File: config.mk
export PLATFORM = sky130hd
export DESIGN_NAME = pi_fb_ctrl
export DESIGN_NICKNAME = d
export VERILOG_FILES = /design/src/rtl/pi_fb_pkg.sv /design/src/rtl/pi_fb_stage.sv /design/src/rtl/pi_fb_core.sv /design/src/rtl/pi_fb_ctrl.sv
export SDC_FILE = /design/constraint.sdc
export NUM_CORES = 2
export LEC_CHECK = 0
export BUFFER_PORTS_ARGS = -buffer_cell sky130_fd_sc_hd__buf_2
export CORE_MARGIN = 5
export CORE_UTILIZATION = 31
export CTS_CLUSTER_DIAMETER = 40
export DETAILED_ROUTE_END_ITERATION = 16
export GPL_TIMING_DRIVEN = 0
export MAX_ROUTING_LAYER = met4
export PLACE_DENSITY = 0.45
export SYNTH_ARGS = -nofsm -noshare
export SYNTH_HDL_FRONTEND = slang
export SYNTH_HIERARCHICAL = 1
export SYNTH_SLANG_ARGS = --single-unit
File: constraint.sdc
create_clock -name clk -period 9.95 [get_ports clk]
set_input_delay 0.4975 -clock clk [delete_from_list [all_inputs] [get_ports clk]]
set_output_delay 0.4975 -clock clk [all_outputs]
set_load 0.02 [all_outputs]
File: src/rtl/pi_fb_pkg.sv
package pi_fb_pkg;
  typedef enum logic [1:0] {
    FLT_OFF  = 2'd0,
    FLT_LOW  = 2'd1,
    FLT_HIGH = 2'd2,
    FLT_BYP  = 2'd3
  } flt_mode_e;
endpackage

File: src/rtl/pi_fb_stage.sv
module pi_fb_stage
  import pi_fb_pkg::*;
#(
  parameter int EW   = 15,
  parameter int SH_W = 4,
  parameter int FRAC = 16
) (
  input  logic                 clk,
  input  logic                 rst,
  input  logic                 adv,
  input  logic [1:0]           mode,
  input  logic [SH_W-1:0]      shift,
  input  logic                 in_v,
  input  logic signed [EW-1:0] in_d,
  output logic                 out_v,
  output logic signed [EW-1:0] out_d
);
  localparam int YW = EW + FRAC + 1;
  localparam int DW = YW + 1;
  localparam logic signed [YW-1:0] MAXV = {{(YW-EW+1){1'b0}}, {(EW-1){1'b1}}};
  localparam logic signed [YW-1:0] MINV = {{(YW-EW+1){1'b1}}, {(EW-1){1'b0}}};

  logic                 en;
  logic signed [YW-1:0] y_q;
  logic signed [EW-1:0] x_q;
  logic signed [EW-1:0] o_q;
  logic                 v1_q, v2_q;
  logic signed [DW-1:0] diff, step, y_sum;
  logic signed [YW-1:0] lp_full, hp_full, pick;

  assign en = (mode == FLT_LOW) || (mode == FLT_HIGH);

  // state update: y moves toward x*2^FRAC by a power-of-two fraction
  always_comb begin
    diff  = (DW'(in_d) <<< FRAC) - DW'(y_q);
    step  = diff >>> shift;
    y_sum = DW'(y_q) + step;
  end

  // output formed from the updated state of the sample held in x_q
  always_comb begin
    lp_full = y_q >>> FRAC;
    hp_full = YW'(x_q) - lp_full;
    pick    = (mode == FLT_HIGH) ? hp_full : lp_full;
  end

  always_ff @(posedge clk) begin
    if (rst) begin
      y_q  <= '0;
      x_q  <= '0;
      o_q  <= '0;
      v1_q <= 1'b0;
      v2_q <= 1'b0;
    end else if (adv) begin
      v1_q <= in_v & en;
      x_q  <= in_d;
      if (in_v && en) y_q <= y_sum[YW-1:0];
      v2_q <= v1_q;
      if (pick > MAXV)      o_q <= MAXV[EW-1:0];
      else if (pick < MINV) o_q <= MINV[EW-1:0];
      else                  o_q <= pick[EW-1:0];
    end
  end

  assign out_v = en ? v2_q : in_v;
  assign out_d = en ? o_q  : in_d;
endmodule

File: src/rtl/pi_fb_core.sv
module pi_fb_core #(
  parameter int IW  = 14,
  parameter int KW  = 16,
  parameter int AW  = 32,
  parameter int PSH = 8
) (
  input  logic                   clk,
  input  logic                   rst,
  input  logic                   adv,
  input  logic                   in_v,
  input  logic signed [IW:0]     err,
  input  logic signed [KW-1:0]   kp,
  input  logic signed [KW-1:0]   ki,
  input  logic signed [IW-1:0]   out_max,
  input  logic signed [IW-1:0]   out_min,
  input  logic                   load,
  input  logic signed [AW-1:0]   load_d,
  output logic                   out_v,
  output logic signed [IW-1:0]   out_d,
  output logic signed [AW-1:0]   acc_q
);
  localparam int EW  = IW + 1;
  localparam int PW  = EW + KW;
  localparam int ISH = AW - IW - 2;
  localparam int PTW = PW - PSH;
  localparam int ITW = AW - ISH;
  localparam int SW  = ((PTW > ITW) ? PTW : ITW) + 1;
  localparam int AW1 = AW + 1;
  localparam logic signed [AW:0] AMAX = {2'b00, {(AW-1){1'b1}}};
  localparam logic signed [AW:0] AMIN = {2'b11, {(AW-1){1'b0}}};

  logic signed [PW-1:0]  prod_i, p_q, p_shift;
  logic signed [AW:0]    acc_sum;
  logic signed [AW-1:0]  acc_sat, i_shift;
  logic signed [SW-1:0]  sum, lim_hi, lim_lo;
  logic                  va_q;

  always_comb begin
    prod_i  = PW'(err) * PW'(ki);
    acc_sum = AW1'(acc_q) + AW1'(prod_i);
    if (acc_sum > AMAX)      acc_sat = AMAX[AW-1:0];
    else if (acc_sum < AMIN) acc_sat = AMIN[AW-1:0];
    else                     acc_sat = acc_sum[AW-1:0];
  end

  always_comb begin
    p_shift = p_q >>> PSH;
    i_shift = acc_q >>> ISH;
    sum     = SW'(p_shift) + SW'(i_shift);
    lim_hi  = SW'(out_max);
    lim_lo  = SW'(out_min);
  end

  always_ff @(posedge clk) begin
    if (rst) begin
      acc_q <= '0;
      p_q   <= '0;
      va_q  <= 1'b0;
      out_v <= 1'b0;
      out_d <= '0;
    end else begin
      if (load)             acc_q <= load_d;
      else if (adv && in_v) acc_q <= acc_sat;
      if (adv) begin
        va_q  <= in_v;
        p_q   <= PW'(err) * PW'(kp);
        out_v <= va_q;
        if (sum > lim_hi)      out_d <= out_max;
        else if (sum < lim_lo) out_d <= out_min;
        else                   out_d <= sum[IW-1:0];
      end
    end
  end
endmodule

File: src/rtl/pi_fb_ctrl.sv
module pi_fb_ctrl #(
  parameter int IW   = 14,
  parameter int KW   = 16,
  parameter int AW   = 32,
  parameter int NSTG = 4,
  parameter int SH_W = 4,
  parameter int FRAC = 16,
  parameter int PSH  = 8
) (
  input  logic                 clk,
  input  logic                 rst,
  input  logic                 s_valid,
  output logic                 s_ready,
  input  logic [IW-1:0]        s_data,
  output logic                 m_valid,
  input  logic                 m_ready,
  output logic [IW-1:0]        m_data,
  input  logic [IW-1:0]        setpoint,
  input  logic [KW-1:0]        kp,
  input  logic [KW-1:0]        ki,
  input  logic [IW-1:0]        out_max,
  input  logic [IW-1:0]        out_min,
  input  logic [2*NSTG-1:0]    flt_mode,
  input  logic [SH_W*NSTG-1:0] flt_shift,
  input  logic                 ival_load,
  input  logic [AW-1:0]        ival_data,
  output logic [AW-1:0]        ival_q
);
  localparam int EW = IW + 1;

  logic                 adv;
  logic                 v0_q;
  logic signed [EW-1:0] e0_q;
  logic                 ch_v [NSTG+1];
  logic signed [EW-1:0] ch_d [NSTG+1];
  logic signed [IW-1:0] out_d;
  logic signed [AW-1:0] acc;

  assign adv     = !m_valid || m_ready;
  assign s_ready = adv;

  always_ff @(posedge clk) begin
    if (rst) begin
      v0_q <= 1'b0;
      e0_q <= '0;
    end else if (adv) begin
      v0_q <= s_valid;
      e0_q <= EW'($signed(s_data)) - EW'($signed(setpoint));
    end
  end

  assign ch_v[0] = v0_q;
  assign ch_d[0] = e0_q;

  for (genvar g = 0; g < NSTG; g++) begin : g_stage
    pi_fb_stage #(.EW(EW), .SH_W(SH_W), .FRAC(FRAC)) u_stage (
      .clk   (clk),
      .rst   (rst),
      .adv   (adv),
      .mode  (flt_mode[2*g +: 2]),
      .shift (flt_shift[SH_W*g +: SH_W]),
      .in_v  (ch_v[g]),
      .in_d  (ch_d[g]),
      .out_v (ch_v[g+1]),
      .out_d (ch_d[g+1])
    );
  end

  pi_fb_core #(.IW(IW), .KW(KW), .AW(AW), .PSH(PSH)) u_core (
    .clk     (clk),
    .rst     (rst),
    .adv     (adv),
    .in_v    (ch_v[NSTG]),
    .err     (ch_d[NSTG]),
    .kp      ($signed(kp)),
    .ki      ($signed(ki)),
    .out_max ($signed(out_max)),
    .out_min ($signed(out_min)),
    .load    (ival_load),
    .load_d  ($signed(ival_data)),
    .out_v   (m_valid),
    .out_d   (out_d),
    .acc_q   (acc)
  );

  assign m_data = out_d;
  assign ival_q = acc;
endmodule

# After elaboration in Yosys (flattened, before gate mapping)
# Index checks and enable logic that the tools add are counted.
# op_classes
n_reduce_logical	16
order_cmp	12
muxes	26
multipliers	2
shifts	4
bitwise_logic	4
n_eq_ne	8
addsub	15
# ops
operator	n
32-bit two-way mux	8
15-bit two-way mux	12
33-bit by 4-bit >>> shifter with 32-bit output	4
31-bit by 32-bit subtractor with 33-bit output	4
32-bit adder	4
32-bit by 15-bit greater-than comparator with 1-bit output (second input constant)	4
32-bit by 15-bit less-than comparator with 1-bit output (second input constant)	4
15-bit by 16-bit subtractor with 17-bit output	4
15-bit by 16-bit multiplier with 31-bit output	2
32-bit by 31-bit adder with 33-bit output	1
33-bit by 32-bit greater-than comparator with 1-bit output (second input constant)	1
33-bit by 32-bit less-than comparator with 1-bit output (second input constant)	1
14-bit two-way mux	2
23-bit by 16-bit adder with 24-bit output	1
24-bit by 14-bit greater-than comparator with 1-bit output	1
24-bit by 14-bit less-than comparator with 1-bit output	1
14-bit by 14-bit subtractor with 15-bit output	1
2-bit by 1-bit equality test with 1-bit output (second input constant)	4
2-bit equality test (second input constant)	4
2-bit AND reduction	4
1-bit logical AND	5
1-bit logical OR	5
1-bit AND	4
1-bit two-way mux	4
2 further kinds	2
# totals
out_inout_bits	48
inputBits	149
elab_cells	114
register_bits	351

# Depth between registers and ports, before layout
# logic_depth
depth_word	13
depth_mapped	33
depth_no_buf	29

# Cells and area by module
# Netlist, hierarchy kept.
# by_module_without_submodules
module	cells_each	n_inst	area_each_um2	seq_area_each_um2
pi_fb_core	2796	1	24664.9	1421.4
pi_fb_stage at g_stage[1].u_stage ...	1097	2	8023.9	1281.2
pi_fb_stage at g_stage[0].u_stage	1090	1	7856.3	1281.2
pi_fb_stage at g_stage[3].u_stage	1036	1	7739.9	1281.2
pi_fb_ctrl	155	1	1231.2	320.3

# Worst setup path before layout
# No wires, ideal clock.
# synth_timing
kind	input-to-reg
startpoint	input flt_mode[0]
endpoint	register u_core.acc_q[10]
arrival_time_ps	8863
path_slack_ps	941
path_buffers	4
cell_stages	30
t_required_ps	9804
setup_ps	146
cell_sequence	inv_1 > ha_1 > clkbuf_1 > clkbuf_1 > mux2_2 > mux2_2 > mux2_2 > mux2_2 > clkbuf_1 > and2_1 > fa_1 > inv_1 > fa_1 > inv_1 > fa_1 > fa_1 > fa_1 > inv_1 > fa_1 > inv_1 > ha_1 > nand2_1 > o21ai_0 > o221a_1 > and4b_1 > nor3_1 > nor4_2 > nor3_2 > buf_6 > a211oi_2
# synth_rtl
item	line	source
from (decl)	pi_fb_ctrl.sv:23	input logic [2*NSTG-1:0] flt_mode,
to (signal assigned)	pi_fb_core.sv:62	if (load) acc_q <= load_d;
to (signal assigned)	pi_fb_core.sv:63	else if (adv && in_v) acc_q <= acc_sat;
to (decl)	pi_fb_core.sv:20	output logic signed [AW-1:0] acc_q

==> run metrics <==
H-Tree Depth=3; worst flop-to-flop path startpoint=e0_q[2]; Fillers=between 15000 and 20000; WL per Instance=20.0 µm; Storage cell area=0.00687 mm²; Worst Skew=roughly 0.054 ns; setup violators final=0; xor/xnor cell area share of the yosys netlist=around 4.5%; Tmin final=approximately 9.6 ns; mux share of post-synthesis cell area=7.56%; Unique masters post-synth=roughly 120; Slew HR=approximately 3.7%; remaining antenna violation count=0; die height=441 µm; vias in the first global route=53042; Slew @ Worst Pin=1.44 ns; Synth area leaders=fa_1, dfxtp_1, ha_1; die area=between 0.15 and 0.2 mm²; CTS tree=yes; Worst setup SP type=input pin; critical path data arrival time=~10 ns; Multi-input gate area=~0.046 mm²; clock tree buffer depth=3; Worst path slowest cell=fa_1; Tightest Hold Check Type=in2reg; pin count of the biggest net entering global routing=26; via count=between 50000 and 60000; synth cell count leaders=nand2_1, inv_1, nor2_1, a21oi_1, ha_1; status=finished, final reports clean; clock-pin slew of the registers on the worst-case setup and hold paths=~0.04 ns; first-pass GRT wire length=between 300 and 400 mm; Post-Route WL=between 200 and 250 mm; Avg Vias per Cell=between 5 and 6; core area=0.185 mm²; synthesis-to-finish area growth=13.3%; # DRC=0; hold_sp=s_valid; 1st-pass router iterations=5; crit path max fanout=10; clock root buffer=clkbuf_16; syn nets=between 8000 and 9000; Reg2Reg Depth=27; most used cell, CP=fa_1; die boundary width=441 µm; unrepaired setup endpoints after global routing=no; worst skew pair latency=between 0.7 and 0.8 ns; maxcap violations=0; Synth Area per Inst=roughly 8 µm²; overall routing resource usage=approximately a fifth; endpoints failing hold=0; FP Rows=~160; 1st-iter DRT viols=3416; final slew viol count=0; clock net sink count=approximately 340; Initial Util=a little under a third; Max stage delay on crit path=between 0.6 and 0.7 ns; EDFF count, synth=0; Max Clock Freq=104 MHz; netlist area before placement=about 0.058 mm²; Post-Syn Instances=slightly above 7000; PortBufs=188; largest family of logic cells by synthesized area=adder cells; post-synthesis compound-gate area fraction=roughly a fifth; Simple-Gate Fraction of Synth Area=19.0%; Worst Hold End=v0_q; total CTS buffers=93; IO Count=~200; worst hold stages=3; Worst R2R End=u_core/acc_q[24]; sequential area share after synthesis=between 10% and 20%; RePlAce Congestion=approximately 0.90; most instantiated library cell after synthesis=nand2_1; GRT overflow=0; Primary FF master, synth=dfxtp_1; nets=~8700; Synth Area in Adders=between 20% and 30%; synth warn=6; layout cells sized above 1=under 10%; initial antenna violation count=14; post-DP HPWL=167 mm; Worst EP required=around 10 ns; Synth Register Bits=343; R2R Setup Slk=~0.4 ns; Synth area leader=fa_1; Synth top area share=around 18%; post-layout util=a little over a third; CP Capture Type=flip-flop; asr flop ratio synth=0%; critical path type=in2reg; worst setup path start=flt_mode[0]; Final Cycle Share=96.5%
-- routing by layer --
layer	track usage, %	part of all wire (%)	up-vias
met5	-	0	-
met4	4.92	2.4	0
met3	2.52	4.0	242
met2	35.0	47	1113
met1	27.8	46	25542
li1	-	-	25610
-- metrics by stage --
stage / cells / worst slack [ns] / area (µm²) / hold slack, ns / setup TNS, ns
6_report: 10116 / 0.344 / 65200 / 0.0674 / 0
3_5_place_dp: 9939 / -1.27 / 61600 / 0.458 / -40.45
5_1_grt: 10116 / 0.00483 / 65200 / 0.0396 / 0
2_1_floorplan: 7271 / 0.941 / 57500 / 0.424 / 0
4_1_cts: 10110 / 0.00432 / 65100 / 0.00514 / 0
3_3_place_gp: 9939 / -1.22 / 61600 / 0.451 / -38.66
-- cells by family after synthesis --
family | count (synthesis)
buffers and inverters | 1171
adder cells (fa/ha/maj) | 1047
AO/OA/AOI/OAI | 1701
AND/OR/NAND/NOR | 2330
XOR/XNOR | 294
flip-flops | 343
multiplexers | 385
-- what timing repair did --
action / 4_1_cts / 5_1_grt
hold endpoints to repair: 0 / 0
setup buffers: 0 / 0
setup endpoints to repair: 32 / 31
pin swaps: 0 / 0
resized for setup: 5 / 7
hold buffers: 0 / 0
-- critical path: cells and delay by family --
kind	cells	cell delay, ns
and+or+nand+nor	7	1.96
muxes	4	1.63
AOI/OAI and AO/OA	2	0.29
adders and majority gates	8	4.12
buffers and inverters	10	1.62
-- sequential cells by signal, indices dropped and copies added (netlist names) --
name                  count
v0_q                      1
g_stage.u_stage/v1_q      4
u_core/out_d             14
u_core/acc_q             32
e0_q                     15
u_core/out_v              1
u_core/va_q               1
g_stage.u_stage/y_q     128
u_core/p_q               23
g_stage.u_stage/v2_q      4
g_stage.u_stage/x_q      60
g_stage.u_stage/o_q      60
-- worst max-delay path by stage --
stage                     cells past startpoint                to  slack, ns
after CTS                                    30  u_core/acc_q[24]      0.004
final                                        31  u_core/acc_q[24]       0.34
after detailed placement                     31   u_core/acc_q[1]      -1.27
after floorplan                              30  u_core/acc_q[10]       0.94
after global placement                       31   u_core/acc_q[1]      -1.22
after global routing                         30  u_core/acc_q[25]      0.005
-- placed cells by master, fill, tap and decap left out, drive strengths merged, types with 85 or more instances in the layout --
cell    count
a21oi     594
mux2i     255
ha        530
clkbuf    397
inv       797
nand2     803
dfxtp     343
xnor2     209
nor3      173
a211oi    145
nand3     110
a21o      117
fa        517
o21ai     270
mux2      101
buf       267
nor2      647
xor2       85
and2      213
-- area by class of cell --
class,instances,share of cell area [%]
Sequential cell,343,10.5
Timing Repair Buffer,188,1.44
Antenna cell,10,0.0384
Tap cell,2480,4.76
Inverter,799,4.61
Multi-Input combinational cell,5757,70.8
Clock inverter,62,1.60
Clock buffer,111,3.86
Buffer,366,2.35
Power is not shown: default switching activity piles up to over one toggle a cycle in this logic, so the estimate is an artifact.
